File: config.mk
export PLATFORM = sky130hd
export DESIGN_NAME = pclk_index_ctrl
export DESIGN_NICKNAME = d
export VERILOG_FILES = /design/src/rtl/pclk_pkg.sv /design/src/rtl/pclk_wr_decode.sv /design/src/rtl/pclk_entry_store.sv /design/src/rtl/pclk_strobe_gen.sv /design/src/rtl/pclk_index_ctrl.sv
export SDC_FILE = /design/constraint.sdc
export NUM_CORES = 1
export LEC_CHECK = 0
export ABC_AREA = 1
export BUFFER_PORTS_ARGS = -buffer_cell sky130_fd_sc_hd__buf_2
export CAP_MARGIN = 20
export CORE_ASPECT_RATIO = 1.2
export CORE_UTILIZATION = 55
export DETAILED_ROUTE_END_ITERATION = 8
export PLACE_DENSITY = 0.76
export SLEW_MARGIN = 20
export SYNTH_ARGS = -nofsm -noshare
export SYNTH_HDL_FRONTEND = slang
export SYNTH_SLANG_ARGS = --single-unit
File: constraint.sdc
create_clock -name clk -period 1.3 [get_ports clk]
set_input_delay 0.13 -clock clk [delete_from_list [all_inputs] [get_ports clk]]
set_output_delay 0.13 -clock clk [all_outputs]
set_load 0.03 [all_outputs]
File: src/rtl/pclk_pkg.sv
package pclk_pkg;

   typedef enum logic [1:0] {
      WR_IDLE   = 2'd0,
      WR_SELECT = 2'd1,
      WR_SET    = 2'd2
   } wr_kind_e;

   // Mask of the low 'd' bits, used to find the strobe slot of a phase counter.
   function automatic logic [7:0] low_mask(input logic [2:0] d);
      return 8'((9'd1 << d) - 9'd1);
   endfunction

endpackage

File: src/rtl/pclk_wr_decode.sv
module pclk_wr_decode
   import pclk_pkg::*;
#(
   parameter int unsigned DATA_W    = 32,
   parameter int unsigned ID_W      = 6,
   parameter int unsigned DIV_W     = 2,
   parameter int unsigned NUM_FIXED = 2,
   parameter int unsigned ID_LSB    = 0,
   parameter int unsigned CMD_BIT   = 12,
   parameter int unsigned DIV_LSB   = 16,
   parameter int unsigned EN_BIT    = 28
) (
   input  logic              wr_en,
   input  logic [DATA_W-1:0] wr_data,
   output wr_kind_e          kind,
   output logic [ID_W-1:0]   dec_id,
   output logic [DIV_W-1:0]  dec_div,
   output logic              dec_en
);

   logic fixed_id;

   assign dec_id   = wr_data[ID_LSB +: ID_W];
   assign dec_div  = wr_data[DIV_LSB +: DIV_W];
   assign dec_en   = wr_data[EN_BIT];
   assign fixed_id = (int'(dec_id) < int'(NUM_FIXED));

   always_comb begin
      kind = WR_IDLE;
      if (wr_en) begin
         if (wr_data[CMD_BIT] && !fixed_id) kind = WR_SET;
         else                               kind = WR_SELECT;
      end
   end

endmodule

File: src/rtl/pclk_entry_store.sv
module pclk_entry_store
   import pclk_pkg::*;
#(
   parameter int unsigned NUM_IDS   = 64,
   parameter int unsigned NUM_FIXED = 2,
   parameter int unsigned ID_W      = 6,
   parameter int unsigned DIV_W     = 2
) (
   input  logic                     clk,
   input  logic                     rst_n,
   input  wr_kind_e                 kind,
   input  logic [ID_W-1:0]          set_id,
   input  logic                     set_en,
   input  logic [DIV_W-1:0]         set_div,
   output logic [NUM_IDS-1:0]       en_vec,
   output logic [NUM_IDS*DIV_W-1:0] div_flat,
   output logic [NUM_IDS-1:0]       restart_vec
);

   for (genvar i = 0; i < NUM_IDS; i++) begin : g_entry
      if (i < NUM_FIXED) begin : g_fixed
         assign en_vec[i]                  = 1'b1;
         assign div_flat[i*DIV_W +: DIV_W] = '0;
         assign restart_vec[i]             = 1'b0;
      end else begin : g_rw
         logic             en_q;
         logic [DIV_W-1:0] div_q;
         logic             hit;

         assign hit = (kind == WR_SET) && (int'(set_id) == i);
         // Restart only when the stored settings really change.
         assign restart_vec[i] = hit && ((set_en != en_q) || (set_div != div_q));

         always_ff @(posedge clk) begin
            if (!rst_n) begin
               en_q  <= 1'b0;
               div_q <= '0;
            end else if (hit) begin
               en_q  <= set_en;
               div_q <= set_div;
            end
         end

         assign en_vec[i]                  = en_q;
         assign div_flat[i*DIV_W +: DIV_W] = div_q;
      end
   end

endmodule

File: src/rtl/pclk_strobe_gen.sv
module pclk_strobe_gen
   import pclk_pkg::*;
#(
   parameter int unsigned DIV_W = 2,
   localparam int unsigned CNT_W = (1 << DIV_W) - 1
) (
   input  logic             clk,
   input  logic             rst_n,
   input  logic             restart,
   input  logic             en,
   input  logic [DIV_W-1:0] div,
   output logic             stb
);

   logic [CNT_W-1:0] phase_q;
   logic [CNT_W-1:0] slot_mask;

   always_ff @(posedge clk) begin
      if (!rst_n)       phase_q <= '0;
      else if (restart) phase_q <= '0;
      else              phase_q <= phase_q + 1'b1;
   end

   assign slot_mask = CNT_W'(low_mask(3'(div)));
   assign stb       = en && ((phase_q & slot_mask) == '0);

endmodule

File: src/rtl/pclk_index_ctrl.sv
module pclk_index_ctrl
   import pclk_pkg::*;
#(
   parameter int unsigned DATA_W    = 32,
   parameter int unsigned ID_W      = 6,
   parameter int unsigned NUM_IDS   = 64,
   parameter int unsigned NUM_FIXED = 2,
   parameter int unsigned DIV_W     = 2,
   parameter int unsigned ID_LSB    = 0,
   parameter int unsigned CMD_BIT   = 12,
   parameter int unsigned DIV_LSB   = 16,
   parameter int unsigned EN_BIT    = 28
) (
   input  logic               clk,
   input  logic               rst_n,
   input  logic               wr_en,
   input  logic [DATA_W-1:0]  wr_data,
   output logic [DATA_W-1:0]  rd_data,
   output logic [NUM_IDS-1:0] clk_en
);

   if (NUM_IDS != (1 << ID_W)) begin : g_bad_ids
      $error("NUM_IDS must equal 2**ID_W");
   end
   if (DIV_W < 1 || DIV_W > 3) begin : g_bad_div
      $error("DIV_W must be 1..3");
   end
   if (NUM_FIXED >= NUM_IDS) begin : g_bad_fixed
      $error("NUM_FIXED must be below NUM_IDS");
   end
   if (ID_LSB + ID_W > DATA_W || DIV_LSB + DIV_W > DATA_W ||
       EN_BIT >= DATA_W || CMD_BIT >= DATA_W) begin : g_bad_fields
      $error("control fields exceed DATA_W");
   end

   wr_kind_e                 kind;
   logic [ID_W-1:0]          dec_id;
   logic [DIV_W-1:0]         dec_div;
   logic                     dec_en;
   logic [NUM_IDS-1:0]       en_vec;
   logic [NUM_IDS*DIV_W-1:0] div_flat;
   logic [NUM_IDS-1:0]       restart_vec;
   logic [ID_W-1:0]          sel_q;

   pclk_wr_decode #(
      .DATA_W(DATA_W), .ID_W(ID_W), .DIV_W(DIV_W), .NUM_FIXED(NUM_FIXED),
      .ID_LSB(ID_LSB), .CMD_BIT(CMD_BIT), .DIV_LSB(DIV_LSB), .EN_BIT(EN_BIT)
   ) u_dec (
      .wr_en(wr_en), .wr_data(wr_data), .kind(kind),
      .dec_id(dec_id), .dec_div(dec_div), .dec_en(dec_en)
   );

   pclk_entry_store #(
      .NUM_IDS(NUM_IDS), .NUM_FIXED(NUM_FIXED), .ID_W(ID_W), .DIV_W(DIV_W)
   ) u_store (
      .clk(clk), .rst_n(rst_n), .kind(kind), .set_id(dec_id),
      .set_en(dec_en), .set_div(dec_div),
      .en_vec(en_vec), .div_flat(div_flat), .restart_vec(restart_vec)
   );

   for (genvar i = 0; i < NUM_IDS; i++) begin : g_stb
      if (i < NUM_FIXED) begin : g_fixed
         assign clk_en[i] = 1'b1;
      end else begin : g_div
         pclk_strobe_gen #(.DIV_W(DIV_W)) u_gen (
            .clk(clk), .rst_n(rst_n), .restart(restart_vec[i]),
            .en(en_vec[i]), .div(div_flat[i*DIV_W +: DIV_W]), .stb(clk_en[i])
         );
      end
   end

   // Readback pointer: every write retargets it.
   always_ff @(posedge clk) begin
      if (!rst_n)               sel_q <= '0;
      else if (kind != WR_IDLE) sel_q <= dec_id;
   end

   always_comb begin
      rd_data                       = '0;
      rd_data[ID_LSB +: ID_W]       = sel_q;
      rd_data[DIV_LSB +: DIV_W]     = div_flat[sel_q*DIV_W +: DIV_W];
      rd_data[EN_BIT]               = en_vec[sel_q];
   end

endmodule

======== After elaboration in Yosys (flattened, before gate mapping) ========
Index checks and enable logic that the tools add are counted.
operators by class
  shift-type cells ........................ 63
  $lt $le $gt $ge ......................... 2
  muxes and demuxes ....................... 4
  bitwise gates (word level) .............. 63
  add/subtract/negate cells ............... 124
  reductions and logical operators ........ 375
  eq/ne operators ......................... 187
operators by type and width
  operator                                             number
  equality test 6 bit, second input constant           32
  logical AND 1 bit                                    187
  adder 3 x 1 -> 3 bit, second input constant          62
  bitwise AND 3 bit                                    62
  zero test 3 bit                                      62
  left shift 1 x 2 -> 3 bit, first input constant      62
  subtractor 3 x 1 -> 3 bit, second input constant     62
  indexed part select 128 x 8 -> 2 bit                 1
  inequality test 2 bit                                62
  OR reduction 2 bit                                   62
  equality test 6 x 5 -> 1 bit, second input constant  16
  logical OR 1 bit                                     62
  inequality test 1 bit                                62
  equality test 6 x 4 -> 1 bit, second input constant  8
  equality test 6 x 3 -> 1 bit, second input constant  4
  < comparator 6 x 7 -> 1 bit, second input constant   1
  binary-select mux 1 bit (select 6 bit)               1
  equality test 6 x 1 -> 1 bit, second input constant  1
  equality test 6 x 2 -> 1 bit, second input constant  1
  < comparator 6 x 2 -> 1 bit, second input constant   1
  two-way mux 2 bit                                    2
  equality test 2 bit, second input constant           1
  nonzero test 2 bit                                   1
  zero test 1 bit                                      1
  other kinds (2)                                      2
storage, ports and cells
  output and inout port bits .............. 96
  bits in registers ....................... 378
  input bits .............................. 35

======== Longest topological paths before layout ========
  depth after elaboration ................. 9
  depth in mapped cells ................... 13
  gate-level depth less buffers ........... 11

======== Hierarchy ========
A second synthesis with hierarchy kept.
second synthesis, totals
  cell total of the unflattened synthesis .. 3381
  area, all modules ....................... 21682.0 um2
modules (own cells, without submodules)
  module            cells an instance  times used  area an instance (um2)  sequential area each (um2)
  pclk_entry_store  1752               1           10999.3                 3723.6
  pclk_strobe_gen   18                 62          132.6                   60.1
  pclk_index_ctrl   496                1           2359.8                  120.1
  pclk_wr_decode    17                 1           100.1                   0.0

======== Least setup slack after synthesis ========
Ideal clock, no wire load.
  kind .................................... reg-to-output
  start ................................... register sel_q[0]
  end ..................................... output rd_data[16]
  slack ................................... -0.568 ns
  path buffers ............................ 3
  data required time ...................... 1.170 ns
  stages on the path, launching flop included .. 12
  data arrival time ....................... 1.738 ns
  path through ............................ dfxtp_1 -> buf_2 -> buf_2 -> buf_2 -> nand2_1 -> nand3_1 -> nand3_1 -> nand3_1 -> nand3_1 -> nand2_1 -> nand2_1 -> nand2_1
on the way
  cells in the longest elaborated chain, start to end .. 1
ends and longest elaborated chain
  element                               line                   text
  from (decl)                           pclk_index_ctrl.sv:43  logic [ID_W-1:0] sel_q;
  from (signal assigned)                pclk_index_ctrl.sv:75  else if (kind != WR_IDLE) sel_q <= dec_id;
  indexed part select 128 x 8 -> 2 bit  pclk_index_ctrl.sv:81  rd_data[DIV_LSB +: DIV_W] = div_flat[sel_q*DIV_W +: DIV_W];
  to (decl)                             pclk_index_ctrl.sv:18  output logic [DATA_W-1:0] rd_data,
No other way between the ends.

======== Worst setup path after layout ========
  start ................................... register sel_q[0]
  end ..................................... output rd_data[28]
on the way
  cells in the longest elaborated chain, start to end .. 2
ends and longest elaborated chain
  element                                  line                   text
  binary-select mux 1 bit (select 6 bit)   pclk_index_ctrl.sv:82  rd_data[EN_BIT] = en_vec[sel_q];
  two-way mux 1 bit (implied by the code)  pclk_index_ctrl.sv:82
No other way between the ends. The select of a mux whose other input is x is not followed.

==> summary.md <==
| Metric | Value |
|---|---|
| Status | `complete, but fails checks` |
| Violations in the final reports | `negative setup slack` |
| Worst setup SP type | `register` |
| Initial Utilization | `0.558` |
| Pwr Total | `28400 uW` |
| Initial antenna violation count | `4` |
| Num ports | `about 130` |
| Row Count | `75` |
| WL per Instance | `19.9 um` |
| Sequential power share | `0.442` |
| Int Pwr | `around 21000 uW` |
| Final nets | `roughly 3200` |
| 1st-iter DRT viols | `roughly 2400` |
| PD cells | `between 1000 and 1500 mW/mm2` |
| Die area | `0.0362 mm2` |
| Clock Power Share | `0.435` |
| Max incr delay on CP | `0.47 ns` |
| Grt ovf | `0` |
| Crit-path most repeated cell | `nand3_1` |
| Most frequent cells in the layout | `nor2_1, nand2_1, buf_4` |
| Endpoints failing hold | `0` |
| Syn avg cell area | `7.38 um2` |
| Leak Pwr | `roughly 0.012 uW` |
| Max Buffers Root-to-Sink | `3` |
| Synth top area cells | `dfxtp_1, nor2_1, xor2_1` |
| Root Driver | `clkbuf_16` |
| Largest net degree at the start of global routing | `64` |
| Antenna-violating nets left | `0` |
| CTS tree | `built` |
| Tcrit/Tclk final | `1.92` |
| P_sw | `7570 uW` |
| First-pass GRT wire length | `101 mm` |
| Die Span X | `between 150 and 200 um` |
| Yosys reg bits | `about 380` |
| Worst EP required | `between 1 and 1.5 ns` |
| Port Buffers | `between 80 and 90` |
| Comb pwr share | `0.123` |
| Drt drc | `0` |
| Via count | `21007` |
| Slew Limit Fails | `0` |
| Vias per cell | `5.87` |
| All-Layer GR Usage | `0.347` |
| Peak VDD IR | `0.00121 V` |
| Layout Skew | `0.0174 ns` |
| Die height | `208 um` |
| R2r setup slk | `-0.20 ns` |
| Worst rel slew slack | `0.611` |
| Post-Syn Area | `0.0195 mm2` |
| Slowest CP cell | `dfxtp_4` |
| # H-tree levels | `2` |
| Layout cell share with drive strength beyond 1 | `0.321` |
| Post-DP HPWL | `40.0 mm` |
| YS warnings | `0` |
| Mapped Cells | `roughly 2600` |
| WL final | `71.3 mm` |
| P&R area growth vs syn | `39.2%` |
| Final Critical Period | `roughly 2.5 ns` |
| Commonest non-fill, non-tap cell in the layout | `nor2_1` |
| Post-synth top area share | `0.388` |
| Final Cell Area | `0.0271 mm2` |
| Post-synthesis cell type with the largest combined area | `dfxtp_1` |
| Cts bufs inserted | `41` |
| Slew @ Worst Pin | `0.583 ns` |
| Switching share of total power | `0.266` |
| Sequential-to-total area share from yosys stat | `0.388` |
| Critical path type | `register to output pin` |
| Worst Path Max Fanout | `13` |
| Worst setup slack after layout | `-1.20 ns` |
| Max Clk Rate | `roughly 400 MHz` |
| Final setup violation count | `about 110` |
| Cells along the critical path | `buf_12 > clkbuf_16 > nand2_1 > nand3_1 > nand3_1 > nand3_1 > nand3_1 > nand2_1 > nand2_1 > nand2_4 > buf_6` |
| Unrepaired setup endpoints after global routing | `yes` |
| Placeable Area | `0.0349 mm2` |
| Clk Latency, worst-skew pair | `0.56 ns` |
| Dpl cell area | `0.0227 mm2` |
| Vias in the first global route | `around 20000` |
| Clock slew at reported path FFs | `about 0.060 ns` |
| TritonRoute pass-1 iters | `9` |
| TritonCTS Sinks | `378` |
| Worst Setup End Kind | `output pin` |
| Arrival time at the worst endpoint | `between 2 and 2.5 ns` |
| Hold crit path type | `input port to register` |
| Unique cell type count in the Yosys netlist | `27` |
| GPL Wtd Cong | `0.942` |
| Max-cap violations | `0` |
per-stage QoR:
step | hold WS, ns | setup WS (ns) | util | setup TNS, ns | instances
floorplan | 0.288 | -0.186 | - | -0.547 | 2664
global placement | 0.422 | -0.411 | 0.651 | -42.67 | 3397
detailed placement | 0.431 | -0.437 | 0.651 | -62.36 | 3397
CTS | 0.0255 | -0.965 | 0.748 | -32.45 | 3553
global route | 0.0433 | -1.22 | 0.777 | -41.86 | 3580
finish | 0.0437 | -1.20 | 0.777 | -34.05 | 3581
routing by layer:
layer / vias up / part of all wire / track usage
met4: 2 / 0.085 / 0.257
met2: 1390 / 0.47 / 0.587
met1: 9774 / 0.35 / 0.385
met5: - / 0.00014 / 0
li1: 9332 / - / -
met3: 509 / 0.099 / 0.0718
logic make-up after synthesis:
logic type	share of synthesized area
adder cells (fa/ha/maj)	0.0398
AND/OR/NAND/NOR	0.204
AO/OA/AOI/OAI	0.153
other	0.000385
buffers and inverters	0.104
flip-flops	0.388
XOR/XNOR	0.111
registers in the layout (all words and copies together) (netlist names):
signal                      cells
u_store.g_entry.g_rw.div_q    124
u_store.g_entry.g_rw.en_q      62
sel_q                           6
g_stb.g_div.u_gen.phase_q     186
cells in the mapped netlist:
cell,count
nor2_1,483
nand2_1,385
dfxtp_1,378
o21ai_0,287
inv_1,225
xor2_1,186
a21oi_1,126
buf_4,94
nand3_1,82
ha_1,62
xnor2_1,62
a311oi_1,50
buf_2,48
clkbuf_1,45
nor3_1,38
o31ai_1,24
o21ai_1,18
o211a_1,12
nor2_2,10
o21ai_2,9
buf_1,7
buf_6,3
conb_1,2
nand4_2,2
inv_2,1
nand4_1,1
nand4_4,1
critical path, delay by kind of cell, from the launching register on:
family	cells	cell delay, ns
buffers and inverters	3	0.44
and+or+nand+nor	8	0.90
DFF	1	0.47
power by group through the flow:
stage	registers [uW]	clock network, uW	logic (uW)
3_3_place_gp	12700	0	2820
3_5_place_dp	12700	0	2960
6_report	12600	12400	3510
4_1_cts	12500	12300	3160
5_1_grt	12600	12800	3750
2_1_floorplan	12700	0	2100
final timing paths:
check                                    startpoint                               end  depth (start not counted)
setup / recovery                           sel_q[0]                       rd_data[28]                         11
hold / removal                                rst_n     u_store.g_entry[14].g_rw.en_q                          4
setup reg to reg  u_store.g_entry[16].g_rw.div_q[0]  g_stb[16].g_div.u_gen.phase_q[2]                          7
hold reg to reg    g_stb[55].g_div.u_gen.phase_q[0]  g_stb[55].g_div.u_gen.phase_q[0]                          1
layout make-up:
class                           count  area, um2
Sequential cell                   378       7760
Clock inverter                     10        159
Inverter                          226        853
Multi-Input combinational cell   1863      11000
Fill cell                        1984       7770
Antenna cell                        4       10.0
Clock buffer                       61       1240
Timing Repair Buffer              577       5530
Tap cell                          462        578
what timing repair did:
action,CTS,global route
buffers inserted,79,50
endpoints found under the hold margin,4,0
endpoints found under the setup margin,74,194
gates resized for setup,476,230
hold buffers,4,0
pin swaps,168,189
cloned,2,3
Note: power is estimated with default switching activity, not from simulation.
